**config.mk**
```make
export PLATFORM = sky130hd
export DESIGN_NAME = devbus_ctrl
export DESIGN_NICKNAME = d
export VERILOG_FILES = /design/src/rtl/devbus_ctrl.sv
export SDC_FILE = /design/constraint.sdc
export NUM_CORES = 1
export LEC_CHECK = 0
export BUFFER_PORTS_ARGS = -buffer_cell sky130_fd_sc_hd__buf_2
export CORE_MARGIN = 3
export CORE_UTILIZATION = 40
export DETAILED_ROUTE_END_ITERATION = 7
export GPL_ROUTABILITY_DRIVEN = 0
export PLACE_DENSITY = 0.67
export REMOVE_ABC_BUFFERS = 1
export SLEW_MARGIN = 20
export SYNTH_ARGS = -nofsm -noshare
export SYNTH_HDL_FRONTEND = slang
export SYNTH_SLANG_ARGS = --single-unit
```
**constraint.sdc**
```tcl
create_clock -name clk -period 7.6 [get_ports clk]
set_input_delay 0.76 -clock clk [delete_from_list [all_inputs] [get_ports clk]]
set_output_delay 0.76 -clock clk [all_outputs]
set_load 0.005 [all_outputs]
```
**src/rtl/devbus_ctrl.sv**
```systemverilog
module devbus_ctrl #(
  parameter int AW   = 19,
  parameter int DW   = 16,
  parameter int MAXB = 8,
  parameter int CW   = 8
) (
  input  logic                   clk,
  input  logic                   rst_n,
  input  logic [31:0]            rd_param,
  input  logic [31:0]            wr_param,
  input  logic                   req_valid,
  output logic                   req_ready,
  input  logic                   req_write,
  input  logic [AW-1:0]          req_addr,
  input  logic [$clog2(MAXB)-1:0] req_len,
  input  logic [MAXB*DW-1:0]     req_wdata,
  output logic [DW-1:0]          rsp_rdata,
  output logic                   rsp_valid,
  output logic                   rsp_done,
  output logic                   bus_ale,
  output logic                   bus_cs_n,
  output logic                   bus_oe_n,
  output logic                   bus_we_n,
  output logic [2:0]             bus_a,
  output logic [AW-4:0]          bus_ad_o,
  output logic                   bus_ad_oe,
  input  logic [AW-4:0]          bus_ad_i
);
  localparam int LA = 3;
  localparam int HW = AW - LA;
  localparam int BW = $clog2(MAXB);

  typedef enum logic [2:0] {S_IDLE, S_ADDR, S_RD, S_HOLD, S_WWAIT, S_WLOW, S_WHIGH} st_t;

  st_t               st;
  logic [CW-1:0]     cnt;
  logic [4:0]        tick;
  logic [BW-1:0]     beat, len, idx;
  logic              wr, wide;
  logic [AW-1:0]     base;
  logic [MAXB*DW-1:0] wbuf;
  logic [27:0]       rp;
  logic [23:0]       wp;
  logic [5:0]        toff;
  logic [DW-1:0]     mask, wsel;
  logic [LA-1:0]     a_off;
  logic              last;
  logic              unused_fields;

  assign unused_fields = ^{rd_param[29:28], wr_param[31:24]};

  logic [5:0] p_toff, p_first, p_next;
  logic [4:0] p_setup, p_hold;
  logic [7:0] p_alewr, p_wlow, p_whigh;

  assign p_toff  = rp[5:0];
  assign p_first = rp[11:6];
  assign p_setup = rp[16:12];
  assign p_next  = rp[22:17];
  assign p_hold  = rp[27:23];
  assign p_alewr = wp[7:0];
  assign p_wlow  = wp[15:8];
  assign p_whigh = wp[23:16];

  function automatic logic [CW-1:0] less1(input logic [CW-1:0] v);
    return (v == '0) ? '0 : v - 1'b1;
  endfunction

  assign mask  = wide ? {DW{1'b1}} : DW'(8'hFF);
  assign last  = (beat == len);
  assign idx   = (st == S_WHIGH && cnt == '0) ? beat + 1'b1 : beat;
  assign wsel  = wbuf[idx*DW +: DW];
  assign a_off = wide ? LA'({idx, 1'b0}) : LA'(idx);

  assign bus_a     = base[LA-1:0] + a_off;
  assign bus_ad_o  = (st == S_ADDR) ? base[AW-1:LA] : HW'(wsel & mask);
  assign bus_ad_oe = (st == S_ADDR) || (wr && (st == S_WWAIT || st == S_WLOW || st == S_WHIGH));
  assign bus_ale   = (st == S_ADDR);
  assign bus_cs_n  = (st == S_IDLE);
  assign bus_we_n  = (st != S_WLOW);
  assign bus_oe_n  = !(!wr && (st == S_ADDR || st == S_RD) && tick >= p_setup);
  assign req_ready = (st == S_IDLE) && (toff == '0);

  always_ff @(posedge clk or negedge rst_n) begin
    if (!rst_n) begin
      st <= S_IDLE; cnt <= '0; tick <= '0; beat <= '0; len <= '0; wr <= 1'b0;
      wide <= 1'b0; base <= '0; wbuf <= '0; rp <= '0; wp <= '0; toff <= '0;
      rsp_rdata <= '0; rsp_valid <= 1'b0; rsp_done <= 1'b0;
    end else begin
      rsp_valid <= 1'b0;
      rsp_done  <= 1'b0;
      if (toff != '0) toff <= toff - 1'b1;
      if (st != S_IDLE && tick != '1) tick <= tick + 1'b1;
      case (st)
        S_IDLE: if (req_valid && req_ready) begin
          st <= S_ADDR; tick <= '0; beat <= '0; len <= req_len; wr <= req_write;
          base <= req_addr; wbuf <= req_wdata;
          rp <= rd_param[27:0]; wp <= wr_param[23:0];
          wide <= (rd_param[31:30] == 2'd2);
        end
        S_ADDR: begin
          if (!wr) begin
            st <= S_RD; cnt <= CW'(p_first);
          end else if (p_alewr == '0) begin
            st <= S_WLOW; cnt <= less1(CW'(p_wlow));
          end else begin
            st <= S_WWAIT; cnt <= less1(CW'(p_alewr));
          end
        end
        S_RD: begin
          if (cnt != '0) cnt <= cnt - 1'b1;
          else begin
            rsp_valid <= 1'b1;
            rsp_rdata <= bus_ad_i[DW-1:0] & mask;
            if (last) begin
              toff <= p_toff;
              if (p_hold == '0) begin
                st <= S_IDLE; rsp_done <= 1'b1;
              end else begin
                st <= S_HOLD; cnt <= less1(CW'(p_hold));
              end
            end else begin
              beat <= beat + 1'b1;
              cnt  <= less1(CW'(p_next));
            end
          end
        end
        S_HOLD: begin
          if (cnt != '0) cnt <= cnt - 1'b1;
          else begin st <= S_IDLE; rsp_done <= 1'b1; end
        end
        S_WWAIT: begin
          if (cnt != '0) cnt <= cnt - 1'b1;
          else begin st <= S_WLOW; cnt <= less1(CW'(p_wlow)); end
        end
        S_WLOW: begin
          if (cnt != '0) cnt <= cnt - 1'b1;
          else if (last) begin st <= S_IDLE; rsp_done <= 1'b1; end
          else begin st <= S_WHIGH; cnt <= less1(CW'(p_whigh)); end
        end
        S_WHIGH: begin
          if (cnt != '0) cnt <= cnt - 1'b1;
          else begin st <= S_WLOW; beat <= beat + 1'b1; cnt <= less1(CW'(p_wlow)); end
        end
        default: st <= S_IDLE;
      endcase
    end
  end

  a_r1_ale_inside_cs: assert property (@(posedge clk) disable iff (!rst_n)
    bus_ale |-> !bus_cs_n);
  a_r1_accept_to_ale: assert property (@(posedge clk) disable iff (!rst_n)
    (req_valid && req_ready) |=> bus_ale);
  a_r5_done_on_release: assert property (@(posedge clk) disable iff (!rst_n)
    rsp_done |-> (bus_cs_n && !$past(bus_cs_n)));
  a_r5_oe_off_after_sample: assert property (@(posedge clk) disable iff (!rst_n)
    $rose(bus_oe_n) |-> rsp_valid);
  a_r6_quiet_turnoff: assert property (@(posedge clk) disable iff (!rst_n)
    (toff != '0) |-> !bus_ad_oe);
  a_r6_ready_when_released: assert property (@(posedge clk) disable iff (!rst_n)
    req_ready |-> bus_cs_n);
  a_r7_we_low_stable: assert property (@(posedge clk) disable iff (!rst_n)
    (!bus_we_n && $past(!bus_we_n)) |-> ($stable(bus_ad_o) && $stable(bus_a)));
  a_r7_oe_we_exclusive: assert property (@(posedge clk) disable iff (!rst_n)
    !(!bus_oe_n && !bus_we_n));
endmodule

```
Word-level counts from Yosys, hierarchy flattened
Cells that the tools add are included.
Storage, ports and cells
  bits in registers: 247
  latch bits: 0
  memory bits (writable): 0
  memory bits (read-only): 0
  input port bits: 234
  output and inout port bits: 43
  logic and storage cells: 131
  memories: 0
Cells by class
  add/subtract/negate cells: 10
  multiply operators: 0
  divide/modulo/power cells: 0
  magnitude comparators: 1
  equality and inequality tests: 21
  shift-type cells: 1
  muxes and demuxes: 48
  bitwise logic cells: 3
  reductions and logical operators: 32
Operator list (count)
  128-bit by 8-bit indexed part select with 16-bit output: 1
  8-bit two-way mux: 12
  3-bit two-way mux: 14
  8-bit case mux with 5 select lines: 1
  16-bit bitwise AND: 2
  8-bit zero test: 4
  16-bit two-way mux: 2
  8-bit by 1-bit subtractor with 8-bit output, second input constant: 4
  6-bit two-way mux: 4
  3-bit case mux with 6 select lines: 1
  2-bit != test, second input constant: 8
  5-bit two-way mux: 3
  6-bit zero test: 2
  3-bit == test, second input constant: 3
  3-bit case mux with 3 select lines: 1
  1-bit two-way mux: 8
  8-bit nonzero test: 1
  1-bit logical AND: 7
  6-bit by 1-bit subtractor with 7-bit output, second input constant: 1
  3-bit by 2-bit == test with 1-bit output, second input constant: 2
  6-bit AND reduction: 1
  3-bit nonzero test: 2
  6-bit nonzero test: 1
  5-bit by 1-bit subtractor with 6-bit output, second input constant: 1
  other kinds (25): 30

Longest topological paths before layout
Gate-level depths: netlist of the first run.
  depth in word-level cells: 6
  mapped depth: 11
  depth with buffers taken out: 10

Least setup slack after synthesis of the first run
OpenSTA, ideal clock, no wires.
  path kind: register -> output
  start point: register cnt[0]
  end point: output bus_a[2]
  data arrival time: 2.802 ns
  data required time: 6.840 ns
  path slack: 4.038 ns
  cell stages (with the launch flop): 12
  buffers on the path: 1
  cells stage by stage: dfrtp_1 > inv_1 > ha_1 > nor3b_1 > nand4_2 > xor2_1 > buf_2 > nor2_1 > ha_1 > fa_1 > xor2_1 > xnor2_1
On the way
  cells in the longest elaborated chain, start to end: 5
RTL lines
  start: declaration: RTL line 36  | logic [CW-1:0] cnt;
  start signal: assignment: RTL line 111  | if (cnt != '0) cnt <= cnt - 1'b1;
  start signal: assignment: RTL line 124  | cnt <= less1(CW'(p_next));
  start signal: assignment: RTL line 129  | if (cnt != '0) cnt <= cnt - 1'b1;
  8-bit zero test: RTL line 71  | assign idx = (st == S_WHIGH && cnt == '0) ? beat + 1'b1 : beat;
  1-bit logical AND: RTL line 71
  3-bit two-way mux: RTL line 71
  3-bit two-way mux: RTL line 73  | assign a_off = wide ? LA'({idx, 1'b0}) : LA'(idx);
  3-bit adder: RTL line 75  | assign bus_a = base[LA-1:0] + a_off;
  end: declaration: RTL line 24  | output logic [2:0] bus_a,
No other way between the ends.

Worst setup path in the final report of the first run
  start point: register beat[1]
  end point: output bus_a[2]
On the way
  cells in the longest elaborated chain, start to end: 4
RTL lines
  start: declaration: RTL line 38  | logic [BW-1:0] beat, len, idx;
  start signal: assignment: RTL line 123  | beat <= beat + 1'b1;
  3-bit by 1-bit adder with 3-bit output: RTL line 71
  3-bit two-way mux *: RTL line 71
  3-bit two-way mux *: RTL line 73
  3-bit adder *: RTL line 75
Every way passes the cells marked *; elsewhere a longest branch is shown, timed or not.

==> flow_results.org, run 1 <==
** Status
- Result of the run :: finished clean

** Global route
- Maximum number of pins on one net before global-route repair :: 133
- For this run the aggregate overflow at the end of global routing stands at 0.
- Vias in the first global route :: 11500
- Antenna violations before repair :: 5
- Aggregate global-route resource usage :: 20.8%
- The first global-routing pass estimated 60300 microns of wire.

** Cells and area
- Post-Layout Inst Area :: 0.0159 sq mm
- Core utilization of the finished layout :: 48.7%
- Summing all multi-input logic gate instances after layout gives 0.00666 sq mm.
- Leaving out fill and tap cells, the most frequent cells in the layout are sky130_fd_sc_hd__nand2_1, sky130_fd_sc_hd__buf_2, sky130_fd_sc_hd__dfrtp_1.
- Area delta synth->final :: 19.4%
- Fill count :: 3099
- Registers take 0.00618 sq mm.
- The post-route netlist has 22.8% of its cells at a drive strength greater than 1.
- Most common cell after layout, fill and taps aside :: sky130_fd_sc_hd__nand2_1
- Net total in the final layout :: 1994
- The finished layout holds 2201 standard cells, fillers aside.

** STA
- On the final layout, the worst clock skew is 20.7 ps.
- At the pin with the least slew margin, the transition time is 1060 ps.
- Headroom to the max-slew limit :: 29.0%
- Setup violations remaining at the end of the flow were counted as 0.
- Final sum of negative setup slack :: 0 ps
- The clock period could shrink to 4940 ps.
- Timing-limited maximum frequency :: 0.202 GHz
- Final slew viol count :: 0
- Unrepaired setup endpoints after global routing :: false
- The worst path uses 65.0% of the clock period.
- Fin. Hold Viols :: 0

** Drt
- Wires add up to 37500 microns.
- Routed WL per cell :: 17.0 microns
- In the routed layout, each cell is associated on average with a via count of 5.25.
- The first routing iteration left 703 violations.
- Post-detailed-route count of antenna-violating nets :: 0
- Total via count in the routed design :: 11600
- The first TritonRoute pass finished after 5 iterations.
- For this run, design rule violations remaining after detail routing come to 0.

** Setup path
- The critical path contains buffers and inverters numbering 3 combined.
- Critical path required time :: 6840 ps
- For the worst flop-to-flop path, the logic depth is 7.
- The worst setup path is launched from a flop.
- Family with the most delay on the worst path :: flip-flops
- At the worst endpoint, the arrival time is 4180 ps.
- Traced cell by cell, the critical path runs through ha_2 -> buf_4 -> mux2i_2 -> buf_4 -> mux2i_1 -> fa_1 -> xor2_1 -> xnor2_1 -> buf_2.
- In this run the worst path has a maximum fanout of 29.
- Internal reg-to-reg setup slack :: 3650 ps
- Cell with the largest stage delay on the worst path :: sky130_fd_sc_hd__dfrtp_2
- CP endpoint kind :: output pin
- Highest cell delay on the worst timing path :: 990 ps
- The worst register-to-register path ends at cnt[5]$_DFFE_PN0P_.
- Worst flop-to-flop path startpoint :: st[2]$_DFFE_PN0P_
- Crit Path Category :: flop to output pin
- By instance count, the cell type seen most on the critical path is sky130_fd_sc_hd__buf_4.

** Synth
- YS warnings :: 0
- In this run, synthesis inferred 0 flip-flops with an integrated enable.
- Part of the Yosys area used for sequential elements :: 46.5%
- Number of flip-flops and latches in the synthesized netlist :: 247
- Largest area contributor in the netlist :: sky130_fd_sc_hd__dfrtp_1
- Number of unique standard cell types used by synthesis :: 63
- Counting flops with an async set or reset pin after synthesis yields a share of 100%.
- Area share of the largest cell type after synthesis :: 46.5%
- In the post-synthesis netlist, the biggest area contributors are sky130_fd_sc_hd__dfrtp_1, sky130_fd_sc_hd__nand2_1, sky130_fd_sc_hd__mux4_2, sky130_fd_sc_hd__o21ai_0, sky130_fd_sc_hd__clkbuf_1.
- Synthesized area :: 0.0133 sq mm
- Mean area per synthesized cell :: 8.75 sq um
- Synthesis produced a netlist whose cell count is 1520.
- Most common flop cell mapped by yosys :: sky130_fd_sc_hd__dfrtp_1

** Die
- The die covers 0.0355 sq mm.
- Measured along the y axis, the die boundary spans 188 microns.
- Area of the core :: 0.0326 sq mm
- The initial utilization of the core area, before any placement, comes to 40.8%.
- I/O pin count :: 277
- Overall die width :: 188 microns
- The floorplan has 66 rows.

** Placement
- IO buf count :: 266
- Placed instance area :: 0.0150 sq mm
- Counting tap cells, the placed design contains a total of 2148 instances.
- Detailed placement ended at an HPWL of 25100 microns.

** Clocking
- Clock tree from TritonCTS :: done
- Post-CTS timing repair inserted 0 buffers for setup.
- Max Buffers Root-to-Sink :: 3
- Sink Count :: 247
- Inserted Clock Buffers :: 29
- Clock latency on the worst-skew pair, taken at its later pin, is 560 ps.
- Hold-fix buffers, CTS :: 0
- Clock Tree Root :: sky130_fd_sc_hd__clkbuf_16
- Maximum level of the CTS H-tree :: 1
- Clock-pin transition on the worst setup and hold timing paths :: 60 ps
- Cells resized by post-CTS repair :: 0

** Flow run
- Max Cap Viol :: 0

** Pwr
- The worst-case IR drop observed on VDD is 0.182 mV.
- Pleak :: 8.25 nW
- Power per standard cell area :: 172 mW/mm^2

** Worst hold path
- The path class of the tightest hold or removal check is input pin to async pin.
## cell type report
type	instances	share of cell area (%)
Multi-Input combinational cell	1145	42.0
Sequential cell	247	39.0
Timing Repair Buffer	279	9.14
Clock buffer	46	5.23
Tap cell	442	3.48
Inverter	35	0.828
Clock inverter	6	0.386
Antenna cell	1	0.0158
## registers in the layout, indices dropped and copies added (netlist names)
signal / cells
wbuf: 128
rp: 28
wp: 24
base: 19
rsp_rdata: 16
cnt: 8
toff: 6
tick: 5
beat: 3
len: 3
st: 3
rsp_done: 1
rsp_valid: 1
wide: 1
wr: 1
## cells in the mapped netlist, types with 6 or more instances
master and n:
sky130_fd_sc_hd__xnor2_1 13, sky130_fd_sc_hd__clkbuf_1 76, sky130_fd_sc_hd__nand2b_1 6, sky130_fd_sc_hd__and3_1 11, sky130_fd_sc_hd__o211ai_1 8, sky130_fd_sc_hd__and2_1 9, sky130_fd_sc_hd__buf_1 7, sky130_fd_sc_hd__mux2_2 9
sky130_fd_sc_hd__a211oi_1 10, sky130_fd_sc_hd__dfrtp_1 247, sky130_fd_sc_hd__inv_1 34, sky130_fd_sc_hd__nor3_1 19, sky130_fd_sc_hd__o22ai_1 6, sky130_fd_sc_hd__o31ai_1 16, sky130_fd_sc_hd__a21oi_1 41, sky130_fd_sc_hd__nor4_1 7
sky130_fd_sc_hd__nand2_1 679, sky130_fd_sc_hd__buf_2 9, sky130_fd_sc_hd__mux4_2 52, sky130_fd_sc_hd__o21ai_0 67, sky130_fd_sc_hd__nor2b_1 8, sky130_fd_sc_hd__nor2_1 33, sky130_fd_sc_hd__ha_1 22, sky130_fd_sc_hd__xor2_1 14
sky130_fd_sc_hd__nand3_1 17, sky130_fd_sc_hd__mux2i_1 22
## routing by layer
metal | global-route usage, % | wire length [microns] | vias up
li1 | - | - | 5525
met1 | 27.9 | 16100 | 5589
met2 | 35.1 | 18000 | 367
met3 | 3.83 | 2330 | 69
met4 | 5.13 | 914 | 8
met5 | 0 | 55 | -
## worst max-delay path by stage
stage,endpoint,depth (start not counted),from
after floorplan,st[0]$_DFFE_PN0P_,6,st[2]$_DFFE_PN0P_
final,bus_a[2],9,beat[1]$_DFFE_PN0P_
after CTS,bus_a[2],11,cnt[0]$_DFFE_PN0P_
after detailed placement,bus_a[2],9,beat[1]$_DFFE_PN0P_
after global placement,bus_a[2],9,beat[1]$_DFFE_PN0P_
after global routing,bus_a[2],9,beat[1]$_DFFE_PN0P_
## worst reg2reg max path, stage by stage, from the launching register on
cell and delay, ps:
sky130_fd_sc_hd__dfrtp_1 950, sky130_fd_sc_hd__nor2_1 320, sky130_fd_sc_hd__nand2_1 760, sky130_fd_sc_hd__clkinv_1 880
sky130_fd_sc_hd__o2111ai_1 360, sky130_fd_sc_hd__nand4b_1 120, sky130_fd_sc_hd__a311oi_1 300, sky130_fd_sc_hd__o32ai_1 110
## cells by family (layout without fill, tap and decap cells)
logic type	count (synthesis)	in the layout	share of synthesized area, %
other cells	0	1	0
mux	83	83	11.2
simple gates	820	820	25.3
flops	247	247	46.5
buf+inv	128	366	3.76
fa+ha+maj	23	23	2.22
xor+xnor	28	28	1.99
compound gates	191	191	8.96
## where the power goes
part | switching [mW] | internal [mW]
clock network | 0.548 | 0.776
logic | 0.0475 | 0.0427
registers | 0 | 1.32
total | 0.595 | 2.13
## per-stage QoR
stage	setup WS, ps	power (mW)	hold WS (ps)
global route	2380	2.83	362
floorplan	833	1.34	440
CTS	2460	2.77	345
global placement	3090	1.43	447
finish	2660	2.73	274
detailed placement	3040	1.43	459
(Power assumes the default switching activity.)
==> run 2, diff against run 1 <==
Settings changed: PLACE_DENSITY 0.67 to 0.7.
Clock period 7.6 ns to 4.1 ns, I/O delays scaled along.
==> run 2 against run 1 <==
  * Final cell count increased by 1.2%
  * Flip-flop and latch count unchanged
  * First-iteration DRC count decreased by 1.8%
  * Critical path depth increased by 1
  * Core utilization increased by 1.1 points
  * Non-clock buffer count increased by 22
  * Sequential power increased by 85%
  * Clock-buffer cell count decreased by 2
  * Hold slack got worse by 240 ps
  * Design area increased by 2.3%
==> flow_results.org, run 2 (synthesis results as in run 1) <==
** Status
- The run finished with clean final reports.

** STA
- Of the available clock period, the critical path in the final layout requires 96.9%.
- Fin. Hold Viols :: 0 (unchanged)
- Setup repair after global routing left no endpoint under its margin.
- Final number of setup-violating endpoints :: 0 (unchanged)
- Shortest clock period the worst path allows after layout :: 3970 ps
- The worst hold-check slack was 31.5 ps (-242 ps).
- Headroom to the max-slew limit :: 34.7% (+5.7 points)
- Transition time at the pin with the least slew margin :: 979 ps (-85.2 ps)
- Final Skew :: 19.1 ps (-1.60 ps)
- The final max-slew violation count came to 0 (unchanged).
- Derived from the worst setup path, the maximum achievable clock frequency is 0.252 GHz.

** Global route
- Wire length of the first global-routing pass :: 60700 microns (+0.73%)
- The met1 track demand over resource was 27.9% (about the same).
- The global routing met2 resource utilization came to 34.3% (-0.74 points).
- In this run the most used layer during global routing was met2.
- The combined global-route utilization of all metal layers came to 20.8% (+0.067 points).
- The largest net degree at the start of global routing came to 189 (+42%).
- The met3 track demand over resource in global routing was 4.76% (+0.93 points).
- Vias in the first global route :: 11700 (+1.7%)
- The number of antenna violations at the first check in global routing came to 7 (+2).
- Congestion Overflow GR :: 0 (unchanged)

** Clocking
- Sink Count :: 247 (unchanged)
- The number of H-tree branching levels came to 1 (unchanged).
- The insertion delay of the later-clocked pin in the worst-skew pair is 570 ps (about the same).
- Max Buffers Root-to-Sink :: 3 (unchanged)
- TritonCTS built the clock tree.
- In this run the clock root is driven by a sky130_fd_sc_hd__clkbuf_16.
- The clock slew seen by the registers of the worst setup and hold paths is 60 ps (about the same).
- Inserted Clock Buffers :: 30 (+3.4%)

** Cells and area
- The fill cell total of the finished layout is 3035 (-2.1%).
- Area of the multi-input gates :: 0.00670 sq mm (+0.56%)
- Registers with the highest flip-flop counts :: wbuf: 128 flops, rp: 28 flops, wp: 24 flops
- Most common cell after layout, fill and taps aside :: sky130_fd_sc_hd__nand2_1
- Register with the highest flop count :: wbuf
- The area occupied by registers came to 0.00619 sq mm (about the same).
- In the layout the commonest cells are sky130_fd_sc_hd__nand2_1, sky130_fd_sc_hd__buf_2, sky130_fd_sc_hd__dfrtp_1.
- The fraction of layout instances using a drive strength above 1 is 24.5% (+1.7 points).
- Area delta synth->final :: 22.1%
- The number of nets in the layout is 2017 (+1.2%).
- The number of flip-flops in the largest register is 128 (unchanged).

** Placement
- Placed wire-length estimate :: 25800 microns (+2.8%)
- The number of input and output port buffers inserted is 266 (unchanged).

** Die
- The height of the die was 188 microns (unchanged).
- Initial standard-cell utilization of the core :: 40.8% (unchanged)
- Overall die width :: 188 microns (unchanged)
- The I/O pin total is 277 (unchanged).
- The full die area was 0.0355 sq mm (unchanged).
- Area of the core :: 0.0326 sq mm (unchanged)
- Number of standard-cell rows in the floorplan :: 66 (unchanged)

** Setup path
- Critical path required time :: 3690 ps (-3150 ps)
- The worst setup path is launched from a flop.
- The worst stage delay on the critical path came to 620 ps (-370 ps).
- By startpoint and endpoint, the worst setup path is classified as flop to output pin.
- Cell with the largest stage delay on the worst path :: sky130_fd_sc_hd__or4_4
- Crit path max fanout :: 6 (-79%)
- Reg2Reg Depth :: 12 (+5)
- In this run the critical register-to-register path is captured at cnt[1]$_DFFE_PN0P_.
- Worst flop-to-flop path startpoint :: cnt[0]$_DFFE_PN0P_
- Traced cell by cell, the critical path runs through inv_1 -> ha_2 -> or3b_2 -> or4_4 -> xor2_4 -> buf_4 -> nand2_1 -> and3_1 -> o31ai_2 -> buf_2.
- STA classifies the critical path endpoint as an output pin.
- The arrival time of data at the critical path endpoint came to 3560 ps (-620 ps).
- The setup slack on the worst flop-to-flop path was 1010 ps (-2640 ps).

** Pwr
- The static leakage came to 8.44 nW (+2.3%).
- Overall Power :: 5.22 mW (+91%)
- The total power divided by cell area came to 321 mW/mm^2 (+87%).
- Worst supply voltage drop on vdd :: 0.308 mV (+69%)

** Drt
- Routed WL per cell :: 16.8 microns (-1.5%)
- The total routed wirelength is 37300 microns (-0.38%).
- The post-route antenna net violation count was 0 (unchanged).
- The count of unresolved DRC violations after routing is 0 (unchanged).
- Total via count in the routed design :: 11600 (+0.41%)
- The vias per cell was 5.21 (-0.77%).
- The count of TritonRoute iterations in the first routing pass came to 5 (unchanged).
- Starting DRT DRC Count :: 690 (-1.8%)

** Worst hold path
- Hold WC Path Type :: input pin to flop
- Counting instances, the worst hold path has a depth of 3.
- Hold EP :: wbuf[13]$_DFFE_PN0P_
- In this run the most critical hold path is launched from req_wdata[13].

** Flow run
- Max Cap Viol :: 0 (unchanged)
[run 2: layer usage]
layer	routed length [microns]	vias to the layer above	share of wire, %
met4	948	10	2.5
met3	2670	74	7.1
met1	16300	5583	44
met2	17300	368	46
li1	-	5570	-
met5	53	-	0.14
[run 2: worst max-delay path, delay by kind of cell, from the launching register on]
family / cells / cell delay [ps]
compound gates: 1 / 350
xor+xnor: 1 / 260
fa+ha+maj: 1 / 230
buf+inv: 3 / 440
flops: 1 / 430
simple gates: 4 / 1300
[run 2: timing repair]
action                     CTS  global route
setup endpoints to repair    7            11
pin swaps                    1             0
gates resized for setup      4            10
hold endpoints to repair    86             0
buffers inserted             1             2
cloned                       0             0
hold buffers                 2             0
[run 2: layout make-up]
class	instances	share of cell area, %
multi-input cells	1145	41.3
flip-flops and latches	247	38.1
repair buffers	301	10.3
clock buffers	44	5.50
well taps	442	3.41
inverters	35	0.809
clock inverters	9	0.516
diodes	4	0.0617
[run 2: how the worst max path moves through the flow]
stage	to	start	slack, ps
6_report	bus_ad_o[8]	cnt[0]$_DFFE_PN0P_	130
5_1_grt	bus_ad_o[9]	cnt[0]$_DFFE_PN0P_	10
4_1_cts	bus_ad_o[15]	cnt[0]$_DFFE_PN0P_	-10
3_5_place_dp	bus_ad_o[12]	cnt[0]$_DFFE_PN0P_	460
3_3_place_gp	bus_ad_o[8]	cnt[0]$_DFFE_PN0P_	480
2_1_floorplan	st[0]$_DFFE_PN0P_	st[2]$_DFFE_PN0P_	-2670
[run 2: power breakdown]
group	internal (mW)	total [mW]	switching, mW
Combinational	0.0829	0.171	0.0884
Clock	1.56	2.61	1.05
Sequential	2.44	2.44	0
[run 2: per-stage QoR]
stage	setup slack [ps]	area, sq um	util [%]	TNS [ps]	instances
3_3_place_gp	477	15100	46.4	0	2165
5_1_grt	14.5	16200	49.7	0	2223
3_5_place_dp	457	15100	46.4	0	2165
6_report	128	16200	49.8	0	2227
2_1_floorplan	-2670	12900	-	-377490	1427
4_1_cts	-11.1	16200	49.6	-11.1	2221
==> run 3, diff against run 2 <==
Settings changed: CTS_BUF_LIST set to sky130_fd_sc_hd__clkbuf_16.
==> run 3 against run 2 <==
  * Via count decreased by 0.22%
  * Register-to-register slack about the same
  * Combinational power about the same
  * Hold slack got worse by 7.7 ps
  * Flip-flop and latch count unchanged
  * Global-route usage about the same
  * Non-clock buffer count unchanged
  * Critical endpoint unchanged
  * Critical path type unchanged
  * Sequential share of layout area increased by 0.21 points
  * Highest routed layer unchanged
==> flow_results.org, run 3 (synthesis results as in run 1) <==
** STA
- The final worst clock skew was 30.0 ps (+10.9 ps).
- Shortest clock period the worst path allows after layout :: 3970 ps (+0.833 ps)
- Final number of setup-violating endpoints :: 0 (unchanged)
- The post-route worst setup slack came to 127 ps (-0.833 ps).
- The fmax was 0.252 GHz (about the same).
- Headroom to the max-slew limit :: 34.7% (-0.046 points)
- Fin. Hold Viols :: 0 (unchanged)
- Unrepaired setup endpoints after global routing :: false
- The accumulated negative setup slack is 0 ps (unchanged).
- The slew of the pin with the lowest slew margin was 980 ps (+0.688 ps).
- The fraction of the cycle the final worst path needs came to 96.9% (about the same).
- The final max-slew violation count was 0 (unchanged).

** Die
- The standard cell core area is 0.0326 sq mm (unchanged).
- The effective utilization at floorplan is 40.8% (unchanged).
- The height of the die came to 188 microns (unchanged).
- The width of the chip was 188 microns (unchanged).
- The full die area came to 0.0355 sq mm (unchanged).
- Number of standard-cell rows in the floorplan :: 66 (unchanged)
- The I/O pin total was 277 (unchanged).

** Setup path
- Crit Path Category :: flop to output pin
- Data arrival at the endpoint of the critical path :: 3560 ps (about the same)
- Critical path buffer and inverter count :: 3 (unchanged)
- CP endpoint kind :: output pin
- The biggest fanout along the worst timing path was 6 (unchanged).
- Traced cell by cell, the critical path runs through inv_1 -> ha_2 -> or3b_2 -> or4_4 -> xor2_4 -> buf_4 -> nand2_1 -> and3_1 -> o31ai_2 -> buf_2.
- For this design, the slowest cell found on the critical path is sky130_fd_sc_hd__or4_4.
- The kind of cell with the highest combined delay along the critical path is simple AND/OR/NAND/NOR gates.
- Critical path required time :: 3690 ps (about the same)
- Crit start category :: flop
- Highest cell delay on the worst timing path :: 620 ps (about the same)

** Global route
- Most used routing layer :: met2
- The via count of the first global-routing pass came to 11600 (-0.13%).
- The met1 track demand over resource came to 27.9% (-0.033 points).
- Maximum number of pins on one net before global-route repair :: 189 (unchanged)
- The met3 track demand over resource in global routing is 4.82% (+0.056 points).
- Aggregate global-route resource usage :: 20.8% (-0.031 points)
- The global routing met2 resource utilization came to 34.2% (-0.070 points).
- The global-route wire length before repair is 60600 microns (-0.16%).
- Antenna violations before repair :: 7 (unchanged)
- The sum of overflow across all layers after global routing is 0 (unchanged).

** Drt
- The vias per cell was 5.20 (-0.22%).
- Starting DRT DRC Count :: 712 (+3.2%)
- The count of TritonRoute iterations in the first routing pass came to 5 (unchanged).
- The count of unresolved DRC violations after routing is 0 (unchanged).
- The routed length per placed instance is 16.8 microns (about the same).
- The post-route antenna net violation count was 0 (unchanged).
- The total routed wirelength was 37400 microns (about the same).
- The count of vias placed by the detailed router came to 11600 (-0.22%).

** Flow run
- The number of max-capacitance violations reported was 0 (unchanged).

** Clocking
- The total clock sinks is 247 (unchanged).
- Inserted Clock Buffers :: 30 (unchanged)
- Clock tree from TritonCTS :: done
- The maximum buffer depth of the clock tree was 3 (unchanged).
- The number of H-tree branching levels came to 1 (unchanged).
- The insertion delay of the later-clocked pin in the worst-skew pair was 570 ps (about the same).
- The clock slew seen by the registers of the worst setup and hold paths was 60 ps (about the same).
- Clock Tree Root :: sky130_fd_sc_hd__clkbuf_16

** Pwr
- Combinational Power Share :: 3.4% (about the same)
- The share of power burned in the clock network is 48.1% (-1.9 points).
- Switching power summed over all nets :: 1.14 mW (-0.36%)
- Sw Share :: 22.6% (+0.72 points)
- Sequential power share :: 48.5% (+1.8 points)
- Power Internal :: 3.90 mW (-4.5%)
- Power per standard cell area :: 312 mW/mm^2 (-3.0%)
- The worst supply voltage drop on vdd is 0.314 mV (+2.1%).
- The static leakage was 8.41 nW (-0.35%).
- The total power of the final layout came to 5.03 mW (-3.6%).

** Cells and area
- Area delta synth->final :: 21.5%
- Counting flops per register, the top entry is wbuf.
- Number of flip-flops under the largest register name :: 128 (unchanged)
- The fraction of layout instances using a drive strength above 1 was 24.0% (-0.51 points).
- The largest registers in the layout are wbuf: 128 flops, rp: 28 flops, wp: 24 flops.
- Commonest cells after routing, fill and taps aside :: sky130_fd_sc_hd__nand2_1, sky130_fd_sc_hd__buf_2, sky130_fd_sc_hd__dfrtp_1
- Most common cell after layout, fill and taps aside :: sky130_fd_sc_hd__nand2_1
- Core utilization of the finished layout :: 49.5% (-0.28 points)
- The number of nets in the layout came to 2017 (unchanged).

** Status
- The run finished with clean final reports.

** Placement
- The pre-CTS setup slack came to 457 ps (unchanged).
- The placed wire-length estimate after detailed placement came to 25800 microns (unchanged).
- The number of input and output port buffers inserted is 266 (unchanged).

** Worst hold path
- Hold WC Path Type :: input pin to flop
==> run 3: cell count changes in the layout (fill, tap and decap cells not counted), sizes merged <==
cell	change
clkbuf	-14
clkinv	+9
inv	+5
==> run 3: stage by stage <==
step	cell area, sq um	instances	hold slack, ps
finish	16100	2227	23.9
detailed placement	15100	2165	455
floorplan	12900	1427	114
global route	16100	2223	18.2
CTS	16100	2221	2.80
global placement	15100	2165	449
==> run 3: what timing repair did <==
item / 4_1_cts / 5_1_grt
cloned: 0 / 0
pin swaps: 1 / 0
hold buffers: 2 / 0
setup buffers: 1 / 2
resized for setup: 4 / 10
setup endpoints to repair: 7 / 11
hold endpoints to repair: 90 / 0
==> run 3: final timing paths <==
check / from / end / slack, ps / cells past startpoint
min in group asynchronous: rst_n / wp[21]$_DFFE_PN0P_ / 540 / 2
worst min register to register: rsp_rdata[10]$_DFFE_PN0P_ / rsp_rdata[10]$_DFFE_PN0P_ / 470 / 2
worst max register to register: cnt[0]$_DFFE_PN0P_ / cnt[1]$_DFFE_PN0P_ / 1000 / 12
worst min-delay path: req_wdata[10] / wbuf[10]$_DFFE_PN0P_ / 20 / 3
worst max-delay path: cnt[0]$_DFFE_PN0P_ / bus_ad_o[8] / 130 / 10
max in group asynchronous: rst_n / rp[6]$_DFFE_PN0P_ / 2600 / 3
==> run 3: cell type report <==
type | instances | area (sq um)
well taps | 442 | 553
inverters | 35 | 131
multi-input cells | 1145 | 6700
fillers | 3044 | 16500
repair buffers | 301 | 1680
clock buffers | 30 | 751
diodes | 4 | 10.0
flip-flops and latches | 247 | 6190
clock inverters | 23 | 136
==> run 3: per-layer routing <==
metal	vias up	part of all wire, %
met1	5559	44
li1	5576	-
met3	78	7.2
met4	8	2.7
met2	358	46
met5	-	0.12
==> run 3: tightest hold or removal path, cell delays in order <==
cell and delay, ps:
sky130_fd_sc_hd__buf_2 80, sky130_fd_sc_hd__nand2_1 40, sky130_fd_sc_hd__nand2_1 40
==> run 3: power by group through the flow <==
stage | sequential [mW] | combinational, mW | clock, mW
after CTS | 2.44 | 0.177 | 2.48
after floorplan | 2.48 | 0.00267 | 0
final | 2.44 | 0.171 | 2.42
after global placement | 2.48 | 0.173 | 0
after detailed placement | 2.48 | 0.174 | 0
after global routing | 2.44 | 0.194 | 2.59
